File: src/rtl/dtmr_pkg.sv
package dtmr_pkg;
   // control word bit positions (decoded by software; positions are fixed)
   localparam int IE_BIT  = 8;
   localparam int RUN_BIT = 5;
   localparam int OS_BIT  = 4;
   localparam int CODE_W  = 4;

   // register offsets inside a channel bank
   localparam int OFF_CTRL = 'h0;
   localparam int OFF_STAT = 'h4;
   localparam int OFF_TERM = 'h8;
   localparam int OFF_CNT  = 'hC;

   typedef struct packed {
      logic              ie;
      logic              run;
      logic              oneshot;
      logic [CODE_W-1:0] code;
   } ctrl_t;

   typedef enum int unsigned {
      SEL_CTRL = 0,
      SEL_STAT = 1,
      SEL_TERM = 2,
      SEL_CNT  = 3
   } reg_sel_e;
endpackage

File: src/rtl/dtmr_prescaler.sv
module dtmr_prescaler
   import dtmr_pkg::*;
#(
   parameter int MAX_CODE = 8
) (
   input  logic              clk,
   input  logic              rst_n,
   input  logic              run,
   input  logic [CODE_W-1:0] code,
   output logic              tick
);
   localparam int TOP_CODE = (1 << CODE_W) - 1;

   if (MAX_CODE < 1 || MAX_CODE > TOP_CODE) begin : g_bad_max
      $error("dtmr_prescaler: MAX_CODE out of range");
   end

   logic [CODE_W-1:0]   eff_code;
   logic [MAX_CODE-1:0] div_q;
   logic [MAX_CODE-1:0] mask;

   // variant: clamp only when the code field can exceed the deepest divider
   if (MAX_CODE == TOP_CODE) begin : g_noclamp
      assign eff_code = code;
   end else begin : g_clamp
      assign eff_code = (32'(code) > MAX_CODE) ? CODE_W'(MAX_CODE) : code;
   end

   for (genvar b = 0; b < MAX_CODE; b++) begin : g_mask
      assign mask[b] = (32'(eff_code) > b);
   end

   always_ff @(posedge clk) begin
      if (!rst_n)      div_q <= '0;
      else if (!run)   div_q <= '0;
      else             div_q <= div_q + MAX_CODE'(1);
   end

   assign tick = run && ((div_q & mask) == mask);

   // a stopped divider never ticks and restarts from zero
   a_r3_div_idle: assert property (@(posedge clk) disable iff (!rst_n)
      !run |=> (div_q == '0))
      else $error("a_r3_div_idle");
endmodule

File: src/rtl/dtmr_channel.sv
module dtmr_channel
   import dtmr_pkg::*;
#(
   parameter int CW       = 16,
   parameter int MAX_CODE = 8
) (
   input  logic          clk,
   input  logic          rst_n,
   input  logic [3:0]    sel,
   input  logic          we,
   input  logic [CW-1:0] wdata,
   output logic [CW-1:0] rdata,
   output logic          irq
);
   if (CW <= IE_BIT) begin : g_bad_cw
      $error("dtmr_channel: CW too narrow for the control word");
   end

   ctrl_t         ctrl_q;
   logic          flag_q;
   logic [CW-1:0] term_q;
   logic [CW-1:0] cnt_q;
   logic          tick;
   logic          wr_ctrl, wr_stat, wr_term;
   logic          start, expire;

   assign wr_ctrl = we && sel[SEL_CTRL];
   assign wr_stat = we && sel[SEL_STAT];
   assign wr_term = we && sel[SEL_TERM];
   // count-register writes are deliberately not decoded

   assign start  = wr_ctrl && wdata[RUN_BIT] && !ctrl_q.run;
   assign expire = ctrl_q.run && tick && (cnt_q == term_q);

   dtmr_prescaler #(.MAX_CODE(MAX_CODE)) u_psc (
      .clk  (clk),
      .rst_n(rst_n),
      .run  (ctrl_q.run),
      .code (ctrl_q.code),
      .tick (tick)
   );

   always_ff @(posedge clk) begin
      if (!rst_n) begin
         ctrl_q <= '0;
         flag_q <= 1'b0;
         term_q <= '0;
         cnt_q  <= '0;
      end else begin
         if (wr_ctrl) begin
            ctrl_q.ie      <= wdata[IE_BIT];
            ctrl_q.run     <= wdata[RUN_BIT];
            ctrl_q.oneshot <= wdata[OS_BIT];
            ctrl_q.code    <= wdata[CODE_W-1:0];
         end else if (expire && ctrl_q.oneshot) begin
            ctrl_q.run <= 1'b0;
         end

         if (wr_term) term_q <= wdata;

         if (start || expire)          cnt_q <= '0;
         else if (ctrl_q.run && tick)  cnt_q <= cnt_q + CW'(1);

         if (expire)                     flag_q <= 1'b1;
         else if (wr_stat && wdata[0])   flag_q <= 1'b0;
      end
   end

   logic [CW-1:0] ctrl_word;
   always_comb begin
      ctrl_word                = '0;
      ctrl_word[IE_BIT]        = ctrl_q.ie;
      ctrl_word[RUN_BIT]       = ctrl_q.run;
      ctrl_word[OS_BIT]        = ctrl_q.oneshot;
      ctrl_word[CODE_W-1:0]    = ctrl_q.code;
   end

   always_comb begin
      rdata = '0;
      if (sel[SEL_CTRL]) rdata = rdata | ctrl_word;
      if (sel[SEL_STAT]) rdata = rdata | CW'(flag_q);
      if (sel[SEL_TERM]) rdata = rdata | term_q;
      if (sel[SEL_CNT])  rdata = rdata | cnt_q;
   end

   assign irq = flag_q && ctrl_q.ie;

   // a counting tick below the terminal value steps by exactly one
   a_r3_step: assert property (@(posedge clk) disable iff (!rst_n)
      (ctrl_q.run && tick && (cnt_q != term_q)) |=> (cnt_q == $past(cnt_q) + CW'(1)))
      else $error("a_r3_step");
   // expiry wraps the count
   a_r4_wrap: assert property (@(posedge clk) disable iff (!rst_n)
      expire |=> (cnt_q == '0))
      else $error("a_r4_wrap");
   // one-shot expiry stops the channel unless software rewrites control
   a_r5_oneshot_stop: assert property (@(posedge clk) disable iff (!rst_n)
      (expire && ctrl_q.oneshot && !wr_ctrl) |=> !ctrl_q.run)
      else $error("a_r5_oneshot_stop");
   // expiry always leaves the flag set, clear wins only without expiry
   a_r6_flag_set: assert property (@(posedge clk) disable iff (!rst_n)
      expire |=> flag_q)
      else $error("a_r6_flag_set");
   a_r6_flag_clear: assert property (@(posedge clk) disable iff (!rst_n)
      (wr_stat && wdata[0] && !expire) |=> !flag_q)
      else $error("a_r6_flag_clear");
   // a stopped count holds
   a_r8_hold: assert property (@(posedge clk) disable iff (!rst_n)
      (!ctrl_q.run && !start) |=> $stable(cnt_q))
      else $error("a_r8_hold");
endmodule

File: src/rtl/dtmr_top.sv
module dtmr_top
   import dtmr_pkg::*;
#(
   parameter int NUM_CH      = 2,
   parameter int CW          = 16,
   parameter int ADDR_W      = 10,
   parameter int BANK_BASE   = 'h80,
   parameter int BANK_STRIDE = 'h80,
   parameter int MAX_CODE    = 8
) (
   input  logic              clk,
   input  logic              rst_n,
   input  logic [ADDR_W-1:0] bus_addr,
   input  logic              bus_we,
   input  logic [CW-1:0]     bus_wdata,
   output logic [CW-1:0]     bus_rdata,
   output logic [NUM_CH-1:0] irq
);
   localparam int LAST_ADDR = BANK_BASE + (NUM_CH - 1) * BANK_STRIDE + OFF_CNT;

   if (NUM_CH < 1) begin : g_bad_nch
      $error("dtmr_top: NUM_CH must be at least 1");
   end
   if (BANK_STRIDE <= OFF_CNT) begin : g_bad_stride
      $error("dtmr_top: banks overlap");
   end
   if (LAST_ADDR >= (1 << ADDR_W)) begin : g_bad_addr
      $error("dtmr_top: ADDR_W too small for the bank layout");
   end

   logic [3:0]    sel    [NUM_CH];
   logic [CW-1:0] ch_rd  [NUM_CH];
   logic [NUM_CH-1:0] ch_hit;

   for (genvar i = 0; i < NUM_CH; i++) begin : g_ch
      localparam int BASE = BANK_BASE + i * BANK_STRIDE;

      assign sel[i][SEL_CTRL] = (bus_addr == ADDR_W'(BASE + OFF_CTRL));
      assign sel[i][SEL_STAT] = (bus_addr == ADDR_W'(BASE + OFF_STAT));
      assign sel[i][SEL_TERM] = (bus_addr == ADDR_W'(BASE + OFF_TERM));
      assign sel[i][SEL_CNT]  = (bus_addr == ADDR_W'(BASE + OFF_CNT));
      assign ch_hit[i]        = |sel[i];

      dtmr_channel #(.CW(CW), .MAX_CODE(MAX_CODE)) u_chan (
         .clk  (clk),
         .rst_n(rst_n),
         .sel  (sel[i]),
         .we   (bus_we),
         .wdata(bus_wdata),
         .rdata(ch_rd[i]),
         .irq  (irq[i])
      );
   end

   always_comb begin
      bus_rdata = '0;
      for (int i = 0; i < NUM_CH; i++) bus_rdata = bus_rdata | ch_rd[i];
   end

   // decode and read mux agree that unmapped addresses read zero
   a_r2_unmapped_zero: assert property (@(posedge clk) disable iff (!rst_n)
      (ch_hit == '0) |-> (bus_rdata == '0))
      else $error("a_r2_unmapped_zero");
   // at most one register selected across all banks
   a_r2_one_select: assert property (@(posedge clk) disable iff (!rst_n)
      $onehot0(ch_hit))
      else $error("a_r2_one_select");
endmodule

File: config.mk
export PLATFORM = sky130hd
export DESIGN_NAME = dtmr_top
export DESIGN_NICKNAME = d
export VERILOG_FILES = /design/src/rtl/dtmr_pkg.sv /design/src/rtl/dtmr_prescaler.sv /design/src/rtl/dtmr_channel.sv /design/src/rtl/dtmr_top.sv
export SDC_FILE = /design/constraint.sdc
export NUM_CORES = 1
export LEC_CHECK = 0
export BUFFER_PORTS_ARGS = -buffer_cell sky130_fd_sc_hd__buf_2
export CORE_MARGIN = 4
export CORE_UTILIZATION = 30
export CTS_CLUSTER_SIZE = 25
export DETAILED_ROUTE_END_ITERATION = 8
export GPL_TIMING_DRIVEN = 1
export PLACE_DENSITY = 0.55
export SETUP_SLACK_MARGIN = 0.02
export SYNTH_ARGS = -nofsm -noshare
export SYNTH_HDL_FRONTEND = slang
export SYNTH_SLANG_ARGS = --single-unit
File: constraint.sdc
create_clock -name clk -period 2.8 [get_ports clk]
set_input_delay 0.14 -clock clk [delete_from_list [all_inputs] [get_ports clk]]
set_output_delay 0.14 -clock clk [all_outputs]
set_load 0.01 [all_outputs]
==> results of run 1 <==
## sequential cells by signal, summed over array words and instances (netlist names)
signal / cells
g_ch.u_chan.term_q: 32
g_ch.u_chan.cnt_q: 32
g_ch.u_chan.ctrl_q: 14
g_ch.u_chan.u_psc.div_q: 16
g_ch.u_chan.flag_q: 2
## tightest hold or removal path: stages
cell and delay [ns]:
buf_2 0.10, nand3_1 0.06, a21oi_1 0.05
## kinds of logic (layout without fill, tap and decap cells)
family	after synthesis	after routing	synth area share
adder cells (fa/ha/maj)	4	4	0.009264
XOR/XNOR	42	42	0.06809
AND/OR/NAND/NOR	281	281	0.2710
AO/OA/AOI/OAI	203	203	0.2478
buffers and inverters	60	92	0.04817
flip-flops	96	96	0.3557
## where the power goes
part,total (W),internal (W),switching [W]
Combinational,0.0000971,0.0000265,0.0000706
Sequential,0.00137,0.00137,0.00000191
Clock,0.00136,0.000808,0.000554
## worst min path at each step
stage	endpoint	slack [ns]
final	g_ch[1].u_chan.term_q[13]	0.05
after detailed placement	g_ch[1].u_chan.term_q[13]	0.42
after CTS	g_ch[1].u_chan.term_q[13]	0.04
after global routing	g_ch[1].u_chan.term_q[14]	0.05
after global placement	g_ch[1].u_chan.term_q[13]	0.42
after floorplan	g_ch[0].u_chan.ctrl_q[6]	0.29
## metrics by stage
stage	instances	util	setup WS [ns]	hold WS, ns
2_1_floorplan	686	-	0.8036	0.2875
3_3_place_gp	927	0.3358	0.4917	0.4189
3_5_place_dp	927	0.3358	0.4616	0.4165
4_1_cts	943	0.3542	0.4653	0.03814
5_1_grt	943	0.3542	0.2965	0.04821
6_report	943	0.3542	0.4486	0.05010
## final cells by class
type,count,share of cell area
clock inverter,5,0.01273
sequential,96,0.3104
clock buffer,11,0.03921
multi-input combinational,530,0.5240
tap,225,0.04547
inverter,9,0.005457
timing repair buffer,67,0.06265
## metal layers
layer | vias up | share of wire | wire length [µm]
li1 | 2619 | - | -
met1 | 2493 | 0.45 | 7531
met2 | 127 | 0.49 | 8163
met3 | 20 | 0.046 | 771
met4 | 0 | 0.020 | 338
met5 | - | 0 | 0
## cell usage in the layout, fill, tap and decap left out, drive strengths merged, types with 2 or more instances in the layout
master and n:
buf 67, dfxtp 96, a211o 3, a31oi 4, a22oi 28, a221o 6
xor2 39, nor2 30, o31ai 20, a221oi 2, and2 6, xnor2 3
nand2b 8, o311ai 6, clkinv 2, bufinv 2, a211oi 12, and4 7
a21oi 84, nand4 7, or2 7, and3 6, nand4b 2, clkbuf 11
nand2 69, nor4 12, inv 10, or3 12, o21a 3, o21ai 12
a22o 6, o221ai 2, or4b 3, ha 4, nor3 29, nand3 68
a21o 2, or4 13
==> results.cfg, run 1 <==
[clocking]
cts_num_sinks = 96
cts_hold_buf = 0
cts_resized = 0
clockBufferDepth = 2
cts_tree = done
clk_pin_slew_ns = 0.07
root_buffer = clkbuf_16
htreeDepth = 3
post_cts_buffers = 0
cts-buffers-inserted = 9
clkLatencyLatePin_ns = 0.35

[floorplan]
fp-row-count = 48
fp.coreArea_um2 = 17480
die_area_um2 = 20220
start_util = 0.3091
die_x_um = 142.2
die_h_um = 142.2
pin_count = 47

[setup_path]
reg2reg_depth = 5
cp.depth = 7
cp-endpoint = bus_rdata[6]
rr_endpoint = g_ch[0].u_chan.ctrl_q[5]
critPathMostFrequentCell = buf_2
worst_setup_path_end_kind = primary output
cp_max_fo = 28
crit_start = bus_addr[5]
cp_cell_sequence = buf_2, or4_1, nor3_4, buf_4, a22o_1, a221o_1, buf_2
arrival_ns = 2.21
cp_top_family = simple AND/OR/NAND/NOR gates
reg2reg_slack_ns = 0.53
crit_type = in -> out
r2r_start = g_ch[0].u_chan.ctrl_q[3]
cp.required_ns = 2.66
cp-start-kind = input port
cp_slowest_cell = or4_1
max_stage_delay_ns = 0.77
cp_num_buf_inv = 3

[timing]
finalCriticalPeriod_ns = 2.351
rsz0062_at_grt = no
slew_viol_final = 0
tightest_slew_ns = 1.106
fin_crit_sh = 0.8398
setup_viol = 0
fmax_mhz = 425.3
finalSetupTns_ns = 0
fin_skew_ns = 0.008076
hold_viol = 0
slew_headroom = 0.2629

[global_routing]
grt_first_pass_wirelength_mm = 27.14
grt_pass1_vias = 4956
gr-total-overflow = 0
grt_max_degree = 56
grt_util_met1 = 0.2264
grt_use_met3 = 0.03595
track_usage = 0.1679
met2_usage = 0.2713
antenna_found_initial = 0
busiest_layer = met2

[final_layout]
nets = 746
nFillCells = 1865
drive_gt1_frac = 0.1421
register_area_um2 = 1922
fin_area_um2 = 6191
area_growth_pct = 14.59
multi_input_area_um2 = 3244
n_antenna_cell = 0

[synth]
yosysMostFrequentCell = dfxtp_1
synth.distinct_cells = 58
yosysWarnings = 0
synth_common_cells = 96 x dfxtp_1, 84 x a21oi_1, 69 x nand2_1
syn-cell-area_um2 = 5403
ys_ff_latch = 96
netlist_instances = 686
seq_area_frac_synth = 0.3557
syn_avg_cell_area_um2 = 7.876
synth-edff-count = 0
yosys.area.top_type = dfxtp_1
synth_top_area_frac = 0.3557
async_flop_share = 0
synth_top_cells_by_area = dfxtp_1 36%, a21oi_1 7.8%, xor2_1 6.3%
synthesis.nets = 719
ys.flop_type = dfxtp_1

[detailed_routing]
postRouteAntennaNets = 0
vias = 5259
drc_errors = 0
routed_via_density = 5.577
wirelength_mm = 16.81
drt_pass1_iterations = 5
routedWlPerCell_um = 17.82
drt_iter0_markers = 486

[place]
io_buffers = 46
place_congestion = 0.8191
post-dp-hpwl_mm = 12.15
placed_area_um2 = 5869

[worst_hold_path]
hold-path-cell-count = 3
hold_class = in -> reg
min_from = bus_wdata[13]

[pwr]
cellPowerDensity_nw_per_um2 = 456.7
fin_total_pwr_w = 0.002827
leakage_nw = 2.242
peakVddDrop_mv = 0.3991

[run]
drv_cap = 0

[run_status]
outcome = complete, no violations
(Power assumes the default switching activity.)
==> run 2: changes to the inputs <==
==> constraint.sdc (replaced) <==
create_clock -name clk -period 2.3 [get_ports clk]
set_input_delay 0.115 -clock clk [delete_from_list [all_inputs] [get_ports clk]]
set_output_delay 0.115 -clock clk [all_outputs]
set_load 0.01 [all_outputs]
==> results.cfg, run 2 (synthesized netlist as in run 1, its figures left out) <==
[run_status]
outcome = complete, no violations

[setup_path]
r2r_start = g_ch[1].u_chan.u_psc.div_q[2]
reg2reg_depth = 5
cp_slowest_cell = or4b_1
max_stage_delay_ns = 0.67
rr_endpoint = g_ch[1].u_chan.cnt_q[10]
cp-start-kind = flip-flop
crit_type = reg -> reg
cp_max_fo = 10
reg2reg_slack_ns = 0.15
worst_setup_path_end_kind = flip-flop
cp_cell_sequence = and4_4, nor2_2, or4b_1, or4_1, a21oi_1
arrival_ns = 2.44
cp.required_ns = 2.59

[pwr]
leakage_nw = 2.408
p_int_w = 0.002592
power_frac_comb = 0.037
cellPowerDensity_nw_per_um2 = 525.0
p_sw_w = 0.0008085
power.share.clock = 0.473
switching_share = 0.2378
power.share.sequential = 0.489
peakVddDrop_mv = 0.3295

[detailed_routing]
vias = 5397
routedWlPerCell_um = 17.51
wirelength_mm = 17.09
drc_errors = 0
wl_met2_mm = 8.184
drt_pass1_iterations = 5
routed-wl-met3_um = 598
postRouteAntennaNets = 0
met1_length_mm = 8.018
highest_layer = met4
drt_iter0_markers = 372
routed_via_density = 5.530

[global_routing]
grt_pass1_vias = 5063
antenna_found_initial = 0
grt_max_degree = 52
track_usage = 0.1701
grt_first_pass_wirelength_mm = 27.48
gr-total-overflow = 0

[timing]
slew_viol_final = 0
fin_skew_ns = 0.007103
setup_viol = 0
finalSetupTns_ns = 0
hold_ws_ns = 0.02543
hold_viol = 0
fin_crit_sh = 0.9347
tightest_slew_ns = 0.6963
fmax_mhz = 465.2
slew_headroom = 0.5358
setup_ws_ns = 0.1502
finalCriticalPeriod_ns = 2.150
rsz0062_at_grt = no

[final_layout]
nFillCells = 1806
drive_gt1_frac = 0.1811
layout_common_cells = 96 x dfxtp_1, 84 x a21oi_1, 69 x nand2_1
area_growth_pct = 19.87
nets = 779
largestRegisters = g_ch.u_chan.cnt_q: 32 flops, g_ch.u_chan.term_q: 32 flops, g_ch.u_chan.u_psc.div_q: 16 flops
final_common_cell = dfxtp_1
n_antenna_cell = 0

[worst_hold_path]
hold_end = g_ch[1].u_chan.term_q[12]
hold_class = in -> reg
hold-path-cell-count = 3
min_from = bus_wdata[12]

[run]
drv_cap = 0

[place]
pre_cts_slack_ns = 0.1925
place_congestion = 0.8779
io_buffers = 46
post-dp-hpwl_mm = 12.67

[clocking]
post_cts_buffers = 0
clockBufferDepth = 2
cts_hold_buf = 0
cts_tree = done
htreeDepth = 3
clkLatencyLatePin_ns = 0.36
cts-buffers-inserted = 9
root_buffer = clkbuf_16
cts_resized = 0
cts_num_sinks = 96
clk_pin_slew_ns = 0.07

[floorplan]
die_h_um = 142.2
fp-row-count = 48
die_area_um2 = 20220
fp.coreArea_um2 = 17480
pin_count = 47
die_x_um = 142.2
start_util = 0.3091
[run 2: area by class of cell]
type	count	area, µm²	area share
well taps	225	281.5	0.04347
clock buffers	10	239.0	0.03690
inverters	9	33.78	0.005216
repair buffers	100	673.1	0.1039
clock inverters	6	75.07	0.01159
multi-input cells	530	3252	0.5021
flip-flops and latches	96	1922	0.2968
[run 2: per-stage QoR]
| step | instances | total power [W] | cell area, µm² | util |
|---|---|---|---|---|
| 3_3_place_gp | 960 | 0.001828 | 6155 | 0.3522 |
| 6_report | 976 | 0.003400 | 6476 | 0.3706 |
| 2_1_floorplan | 686 | 0.001756 | 5403 | - |
| 3_5_place_dp | 960 | 0.001828 | 6155 | 0.3522 |
| 4_1_cts | 976 | 0.003431 | 6469 | 0.3701 |
| 5_1_grt | 976 | 0.003500 | 6476 | 0.3706 |
[run 2: power groups by stage]
stage	clock (W)	sequential (W)	combinational, W
detailed placement	0	0.00170	0.000125
global placement	0	0.00170	0.000126
finish	0.00161	0.00166	0.000127
global route	0.00170	0.00166	0.000136
floorplan	0	0.00170	0.0000534
CTS	0.00164	0.00166	0.000125
[run 2: worst max path at each step]
stage	start	end	cells past startpoint
CTS	g_ch[1].u_chan.u_psc.div_q[2]	g_ch[1].u_chan.cnt_q[10]	5
floorplan	g_ch[0].u_chan.ctrl_q[3]	g_ch[0].u_chan.ctrl_q[5]	6
global placement	g_ch[1].u_chan.u_psc.div_q[2]	g_ch[1].u_chan.cnt_q[8]	5
global route	g_ch[1].u_chan.u_psc.div_q[2]	g_ch[1].u_chan.cnt_q[10]	5
detailed placement	g_ch[1].u_chan.u_psc.div_q[2]	g_ch[1].u_chan.cnt_q[10]	5
finish	g_ch[1].u_chan.u_psc.div_q[2]	g_ch[1].u_chan.cnt_q[10]	5
[run 2: metal layers]
layer / vias to the layer above / global-route usage
li1: 2689 / -
met1: 2591 / 0.2290
met2: 97 / 0.2793
met3: 20 / 0.03528
met4: 0 / 0.04242
met5: - / 0
[run 2: worst max-delay path: cells and delay by family, from the launching register on]
family | cells | cell delay (ns)
AOI/OAI and AO/OA | 1 | 0.16
DFF | 1 | 0.40
and+or+nand+nor | 4 | 1.53
